File: src/rtl/seg_xlat_pkg.sv
package seg_xlat_pkg;

    typedef enum logic [1:0] {
        FLT_NONE    = 2'd0,
        FLT_INVALID = 2'd1,
        FLT_BOUND   = 2'd2,
        FLT_WPROT   = 2'd3
    } fault_e;

endpackage

File: src/rtl/seg_desc_table.sv
module seg_desc_table #(
    parameter int NSEG   = 4,
    parameter int IDX_W  = 2,
    parameter int BASE_W = 16,
    parameter int LIM_W  = 15
) (
    input  logic              clk,
    input  logic              rst_n,
    input  logic              we_i,
    input  logic              priv_i,
    input  logic [IDX_W-1:0]  idx_i,
    input  logic [BASE_W-1:0] base_i,
    input  logic [LIM_W-1:0]  lim_i,
    input  logic              vld_i,
    input  logic              wr_i,
    output logic [BASE_W-1:0] base_o [NSEG],
    output logic [LIM_W-1:0]  lim_o  [NSEG],
    output logic              vld_o  [NSEG],
    output logic              wr_o   [NSEG],
    output logic              denied_o
);

    typedef struct packed {
        logic              vld;
        logic              wr;
        logic [LIM_W-1:0]  lim;
        logic [BASE_W-1:0] base;
    } desc_t;

    typedef struct packed {
        desc_t [NSEG-1:0] tbl;
        logic             denied;
    } state_t;

    state_t st_d, st_q;

    always_comb begin
        st_d        = st_q;
        st_d.denied = 1'b0;
        if (we_i) begin
            if (priv_i) begin
                st_d.tbl[idx_i].vld  = vld_i;
                st_d.tbl[idx_i].wr   = wr_i;
                st_d.tbl[idx_i].lim  = lim_i;
                st_d.tbl[idx_i].base = base_i;
            end else begin
                st_d.denied = 1'b1;
            end
        end
    end

    always_ff @(posedge clk or negedge rst_n) begin
        if (!rst_n) begin
            st_q <= '0;
        end else begin
            st_q <= st_d;
        end
    end

    for (genvar g = 0; g < NSEG; g++) begin : g_out
        assign base_o[g] = st_q.tbl[g].base;
        assign lim_o[g]  = st_q.tbl[g].lim;
        assign vld_o[g]  = st_q.tbl[g].vld;
        assign wr_o[g]   = st_q.tbl[g].wr;
    end

    assign denied_o = st_q.denied;

endmodule

File: src/rtl/seg_xlat_check.sv
module seg_xlat_check
    import seg_xlat_pkg::*;
#(
    parameter int NSEG  = 4,
    parameter int VA_W  = 16,
    parameter int SEL_W = 2,
    parameter int PA_W  = 16,
    parameter int LIM_W = 15
) (
    input  logic [VA_W-1:0]  addr_i,
    input  logic             write_i,
    input  logic [PA_W-1:0]  base_i [NSEG],
    input  logic [LIM_W-1:0] lim_i  [NSEG],
    input  logic             vld_i  [NSEG],
    input  logic             wr_i   [NSEG],
    output logic [PA_W-1:0]  paddr_o,
    output fault_e           fault_o
);

    localparam int OFF_W = VA_W - SEL_W;

    logic [SEL_W-1:0] sel;
    logic [OFF_W-1:0] off;
    logic [LIM_W-1:0] off_ext;
    logic             over_bound;

    assign sel        = addr_i[VA_W-1 -: SEL_W];
    assign off        = addr_i[OFF_W-1:0];
    assign off_ext    = LIM_W'(off);
    assign over_bound = off_ext >= lim_i[sel];

    always_comb begin
        paddr_o = '0;
        fault_o = FLT_NONE;
        if (!vld_i[sel]) begin
            fault_o = FLT_INVALID;
        end else if (over_bound) begin
            fault_o = FLT_BOUND;
        end else if (write_i && !wr_i[sel]) begin
            fault_o = FLT_WPROT;
        end else begin
            paddr_o = base_i[sel] + PA_W'(off);
        end
    end

endmodule

File: src/rtl/seg_rsp_stage.sv
module seg_rsp_stage
    import seg_xlat_pkg::*;
#(
    parameter int PA_W = 16
) (
    input  logic            clk,
    input  logic            rst_n,
    input  logic            in_valid_i,
    output logic            in_ready_o,
    input  logic [PA_W-1:0] paddr_i,
    input  fault_e          fault_i,
    output logic            out_valid_o,
    input  logic            out_ready_i,
    output logic [PA_W-1:0] paddr_o,
    output fault_e          fault_o
);

    typedef struct packed {
        logic            vld;
        logic [PA_W-1:0] paddr;
        fault_e          fault;
    } state_t;

    state_t st_d, st_q;

    assign in_ready_o = !st_q.vld || out_ready_i;

    always_comb begin
        st_d = st_q;
        if (in_ready_o) begin
            st_d.vld = in_valid_i;
            if (in_valid_i) begin
                st_d.paddr = paddr_i;
                st_d.fault = fault_i;
            end
        end
    end

    always_ff @(posedge clk or negedge rst_n) begin
        if (!rst_n) begin
            st_q.vld   <= 1'b0;
            st_q.paddr <= '0;
            st_q.fault <= FLT_NONE;
        end else begin
            st_q <= st_d;
        end
    end

    assign out_valid_o = st_q.vld;
    assign paddr_o     = st_q.paddr;
    assign fault_o     = st_q.fault;

endmodule

File: src/rtl/seg_xlat_unit.sv
module seg_xlat_unit
    import seg_xlat_pkg::*;
#(
    parameter int VA_W  = 16,
    parameter int SEL_W = 2,
    parameter int PA_W  = 16,
    localparam int NSEG  = 1 << SEL_W,
    localparam int OFF_W = VA_W - SEL_W,
    localparam int LIM_W = OFF_W + 1
) (
    input  logic             clk,
    input  logic             rst_n,
    input  logic             cfg_we,
    input  logic             cfg_priv,
    input  logic [SEL_W-1:0] cfg_idx,
    input  logic [PA_W-1:0]  cfg_base,
    input  logic [LIM_W-1:0] cfg_limit,
    input  logic             cfg_valid,
    input  logic             cfg_writable,
    output logic             cfg_denied,
    input  logic             req_valid,
    output logic             req_ready,
    input  logic [VA_W-1:0]  req_addr,
    input  logic             req_write,
    output logic             rsp_valid,
    input  logic             rsp_ready,
    output logic [PA_W-1:0]  rsp_paddr,
    output logic [1:0]       rsp_fault
);

    logic [PA_W-1:0]  t_base [NSEG];
    logic [LIM_W-1:0] t_lim  [NSEG];
    logic             t_vld  [NSEG];
    logic             t_wr   [NSEG];
    logic [PA_W-1:0]  x_paddr;
    fault_e           x_fault;
    fault_e           r_fault;

    seg_desc_table #(
        .NSEG(NSEG), .IDX_W(SEL_W), .BASE_W(PA_W), .LIM_W(LIM_W)
    ) u_table (
        .clk(clk), .rst_n(rst_n),
        .we_i(cfg_we), .priv_i(cfg_priv), .idx_i(cfg_idx),
        .base_i(cfg_base), .lim_i(cfg_limit),
        .vld_i(cfg_valid), .wr_i(cfg_writable),
        .base_o(t_base), .lim_o(t_lim), .vld_o(t_vld), .wr_o(t_wr),
        .denied_o(cfg_denied)
    );

    seg_xlat_check #(
        .NSEG(NSEG), .VA_W(VA_W), .SEL_W(SEL_W), .PA_W(PA_W), .LIM_W(LIM_W)
    ) u_check (
        .addr_i(req_addr), .write_i(req_write),
        .base_i(t_base), .lim_i(t_lim), .vld_i(t_vld), .wr_i(t_wr),
        .paddr_o(x_paddr), .fault_o(x_fault)
    );

    seg_rsp_stage #(
        .PA_W(PA_W)
    ) u_rsp (
        .clk(clk), .rst_n(rst_n),
        .in_valid_i(req_valid), .in_ready_o(req_ready),
        .paddr_i(x_paddr), .fault_i(x_fault),
        .out_valid_o(rsp_valid), .out_ready_i(rsp_ready),
        .paddr_o(rsp_paddr), .fault_o(r_fault)
    );

    assign rsp_fault = r_fault;

endmodule

File: config.mk
export PLATFORM = sky130hd
export DESIGN_NAME = seg_xlat_unit
export DESIGN_NICKNAME = d
export VERILOG_FILES = /design/src/rtl/seg_xlat_pkg.sv /design/src/rtl/seg_desc_table.sv /design/src/rtl/seg_xlat_check.sv /design/src/rtl/seg_rsp_stage.sv /design/src/rtl/seg_xlat_unit.sv
export SDC_FILE = /design/constraint.sdc
export NUM_CORES = 1
export LEC_CHECK = 0
export ABC_AREA = 1
export ABC_CLOCK_PERIOD_IN_PS = 5900
export BUFFER_PORTS_ARGS = -buffer_cell sky130_fd_sc_hd__clkbuf_2
export CORE_MARGIN = 2
export CORE_UTILIZATION = 40
export DETAILED_ROUTE_END_ITERATION = 8
export SYNTH_ARGS = -nofsm -noshare
export SYNTH_HDL_FRONTEND = slang
export SYNTH_SLANG_ARGS = --single-unit
File: constraint.sdc
create_clock -name clk -period 5.9 [get_ports clk]
set_input_delay 0.885 -clock clk [delete_from_list [all_inputs] [get_ports clk]]
set_output_delay 0.885 -clock clk [all_outputs]
set_load 0.1 [all_outputs]
==> flow_summary.json <==
{
  "pin_count": 79,
  "synth.cell_area_mm2": 0.00762,
  "place_ws_ps": 2190,
  "required_ps": 6260,
  "critPathCaptureType": "flop",
  "grt_pass1_vias": 6358,
  "htreeDepth": 4,
  "nNetsFinal": 1117,
  "grt_max_degree": 109,
  "ff2ff_setup_slack_ps": 3640,
  "crit_family": "buffers and inverters",
  "ys_types": 28,
  "p_seq_share_pct": 42.2,
  "crit_start": "req_addr[14]",
  "area_growth_pct": 14.7,
  "cts_root_buf": "clkbuf_16",
  "r2r_start": "u_table.base_o[32]",
  "worstSetupPathType": "in -> reg",
  "hold_buffers": 0,
  "ys_warn_count": 0,
  "cp.arrival_ps": 3620,
  "leakage_nw": 4.47,
  "crit_path_frequent_cell": "nand2_1",
  "initial_core_util_pct": 40.8,
  "portBuffers": 78,
  "setup_viol": 0,
  "tightest_slew_ps": 996,
  "final_common_cell": "nand2_1",
  "dp_cells": 1245,
  "swShare_pct": 33.9,
  "clock_latency_ps": 420,
  "wire_per_inst_um": 15.1,
  "synth_cells": 975,
  "synthAdderAreaFrac_pct": 4.86,
  "worstPathBufferInverterCount": 3,
  "r2r-end": "u_rsp.paddr_o[10]",
  "status": "completed",
  "row_count": 50,
  "yosysSeqAreaShare_pct": 49.9,
  "yosysTopAreaCellShare_pct": 49.9,
  "cp_cell_sequence": "clkbuf_2, inv_2, buf_4, o21ai_0, nor2_1, a21oi_1, ha_1, nand2_1, nand2_1, a21oi_1, nand2_1, nand3_1, nand4_2, nor2_4, nand2_1, nand2_1",
  "fin_hold_ws_ps": 478,
  "switchingPower_w": 0.00107,
  "startpoint_type": "input port",
  "clkPwrFrac_pct": 33.3,
  "syn_nets": 1062,
  "dieArea_mm2": 0.0202,
  "synth_area_leaders": "dfrtp_1 (50%), nand2_1 (13%), o21ai_0 (11%)",
  "synth-compound-area-share_pct": 16.9,
  "peakVddDrop_v": 0.000184,
  "fmax_ghz": 0.307,
  "fin_skew_ps": 6.00,
  "fill_cells": 1892,
  "cp-endpoint": "u_rsp.paddr_o[3]",
  "power_density_mw_per_mm2": 362,
  "die_h_um": 142,
  "path_clk_slew_ps": 60,
  "antenna_cells": 0,
  "maxCapViolCount": 0,
  "gp_congestion": 0.865,
  "via_count": 6367,
  "finalCritPeriodShare_pct": 55.2,
  "layout_common_cells": "nand2_1 (265), o21ai_0 (172), dfrtp_1 (152), nor2_1 (105), inv_1 (81)",
  "slowest_stage": "inv_2",
  "post_cts_buffers": 0,
  "intPower_w": 0.00209,
  "ff2ff_path_depth": 14,
  "vias_per_cell": 4.99,
  "crit_fanout": 47,
  "tns_ps": 0,
  "drtIter0Drc": 441,
  "cp_slowest_stage_delay_ps": 550,
  "fin_cells": 1275,
  "grt_use_total_pct": 20.4,
  "finalHoldViolCount": 0,
  "grt_pass1_wl_um": 32100,
  "drc": 0,
  "final-max-slew-violation-count": 0,
  "layout_setup_ws_ps": 2640,
  "fin_crit_ps": 3260,
  "holdCritPathClass": "reg -> reg",
  "cts_resized": 0,
  "core_area_mm2": 0.0187,
  "antenna_left": 0,
  "die_w_um": 142,
  "synthMuxAreaShare_pct": 0,
  "antenna_found_initial": 0,
  "cts_made_buffers": 17,
  "cts_tree": "built",
  "grt_remaining_overflow": 0,
  "yosysTopAreaCell": "dfrtp_1",
  "yosys.area_share.simple_pct": 20.6,
  "rsz0062_at_grt": "false",
  "power_frac_comb_pct": 24.5,
  "firstDrtPassIters": 5,
  "dpl.hpwl_um": 12600,
  "synth_seq_cells": 152,
  "cts.sinks": 152,
  "clockBufferDepth": 2,
  "worst-path-stages": 16,
  "syn_avg_cell_area_um2": 7.82,
  "slew-limit-headroom_pct": 33.6,
  "drive_gt1_share_pct": 11.8,
  "synthXorXnorAreaFrac_pct": 1.03,
  "total_power_w": 0.00317,
  "synth_top_family_by_area": "simple AND/OR/NAND/NOR gates",
  "routed_wl_um": 19200
}
[synth_stat cells]
cell type and count:
inv_1 82, nand3b_1 2, fa_1 1, o22ai_1 15, a21oi_1 54, nand4_2 1, o21ai_0 172, a32oi_1 1
o211ai_1 1, nand3_1 20, xor2_1 7, clkbuf_1 42, a21o_1 2, nand2_1 267, o21ai_1 3, buf_6 1
nor2_1 106, dfrtp_1 152, buf_4 1, buf_1 2, nand4_1 4, or2_2 1, ha_1 28, xnor2_1 2
o21bai_1 2, nor2_4 1, inv_2 1, buf_2 4
[per-layer routing]
metal	track usage (%)	vias up	part of all wire, %
li1	-	3265	-
met1	28.0	2974	48
met2	33.3	115	47
met3	4.71	13	3.6
met4	4.32	0	1.0
met5	0	-	0
[worst min-delay path, delay by kind of cell (launching register included)]
kind	cells	cell delay (ps)
flops	1	340
simple gates	2	100
[power by group through the flow]
| stage | clock network [W] | registers (W) | logic [W] |
|---|---|---|---|
| final | 0.00106 | 0.00134 | 0.000776 |
| after global routing | 0.00112 | 0.00136 | 0.000887 |
| after CTS | 0.00107 | 0.00133 | 0.000783 |
| after detailed placement | 0 | 0.00135 | 0.000779 |
| after global placement | 0 | 0.00135 | 0.000769 |
| after floorplan | 0 | 0.00148 | 0.000438 |
[logic make-up after synthesis]
family                   Yosys count
AO/OA/AOI/OAI                    250
XOR/XNOR                           9
adder cells (fa/ha/maj)           29
buffers and inverters            133
flip-flops                       152
AND/OR/NAND/NOR                  402
[state kept, by name (all words and copies together) (netlist names)]
name	flops
u_table.base_o	64
u_table.lim_o	60
u_rsp.paddr_o	16
u_table.vld_o	4
u_table.wr_o	4
u_rsp.fault_o	2
u_rsp.out_valid_o	1
u_table.denied_o	1
[per-stage QoR]
stage | instance area, um2 | utilization, %
after floorplan | 7620 | -
after global placement | 8190 | 43.8
after detailed placement | 8190 | 43.8
after CTS | 8750 | 46.8
after global routing | 8750 | 46.8
final | 8750 | 46.8
[how the worst min path moves through the flow]
stage,cells past startpoint,startpoint,slack [ps],end
after floorplan,2,u_table.base_o[16],450,u_table.base_o[16]
after global placement,2,u_table.base_o[32],460,u_table.base_o[32]
after detailed placement,2,u_rsp.paddr_o[4],470,u_rsp.paddr_o[4]
after CTS,2,u_table.lim_o[37],480,u_table.lim_o[37]
after global routing,2,u_table.base_o[42],500,u_table.base_o[42]
final,2,u_rsp.paddr_o[9],480,u_rsp.paddr_o[9]
[cell type report]
type                            count  area [um2]  share of cell area (%)
Sequential cell                   152        3800                    43.5
Multi-Input combinational cell    690        3320                    38.0
Timing Repair Buffer               86         457                    5.22
Clock buffer                       19         433                    4.95
Inverter                           83         312                    3.56
Tap cell                          234         293                    3.35
Clock inverter                     11         128                    1.46
No activity file was read; power rests on OpenSTA's default activity.
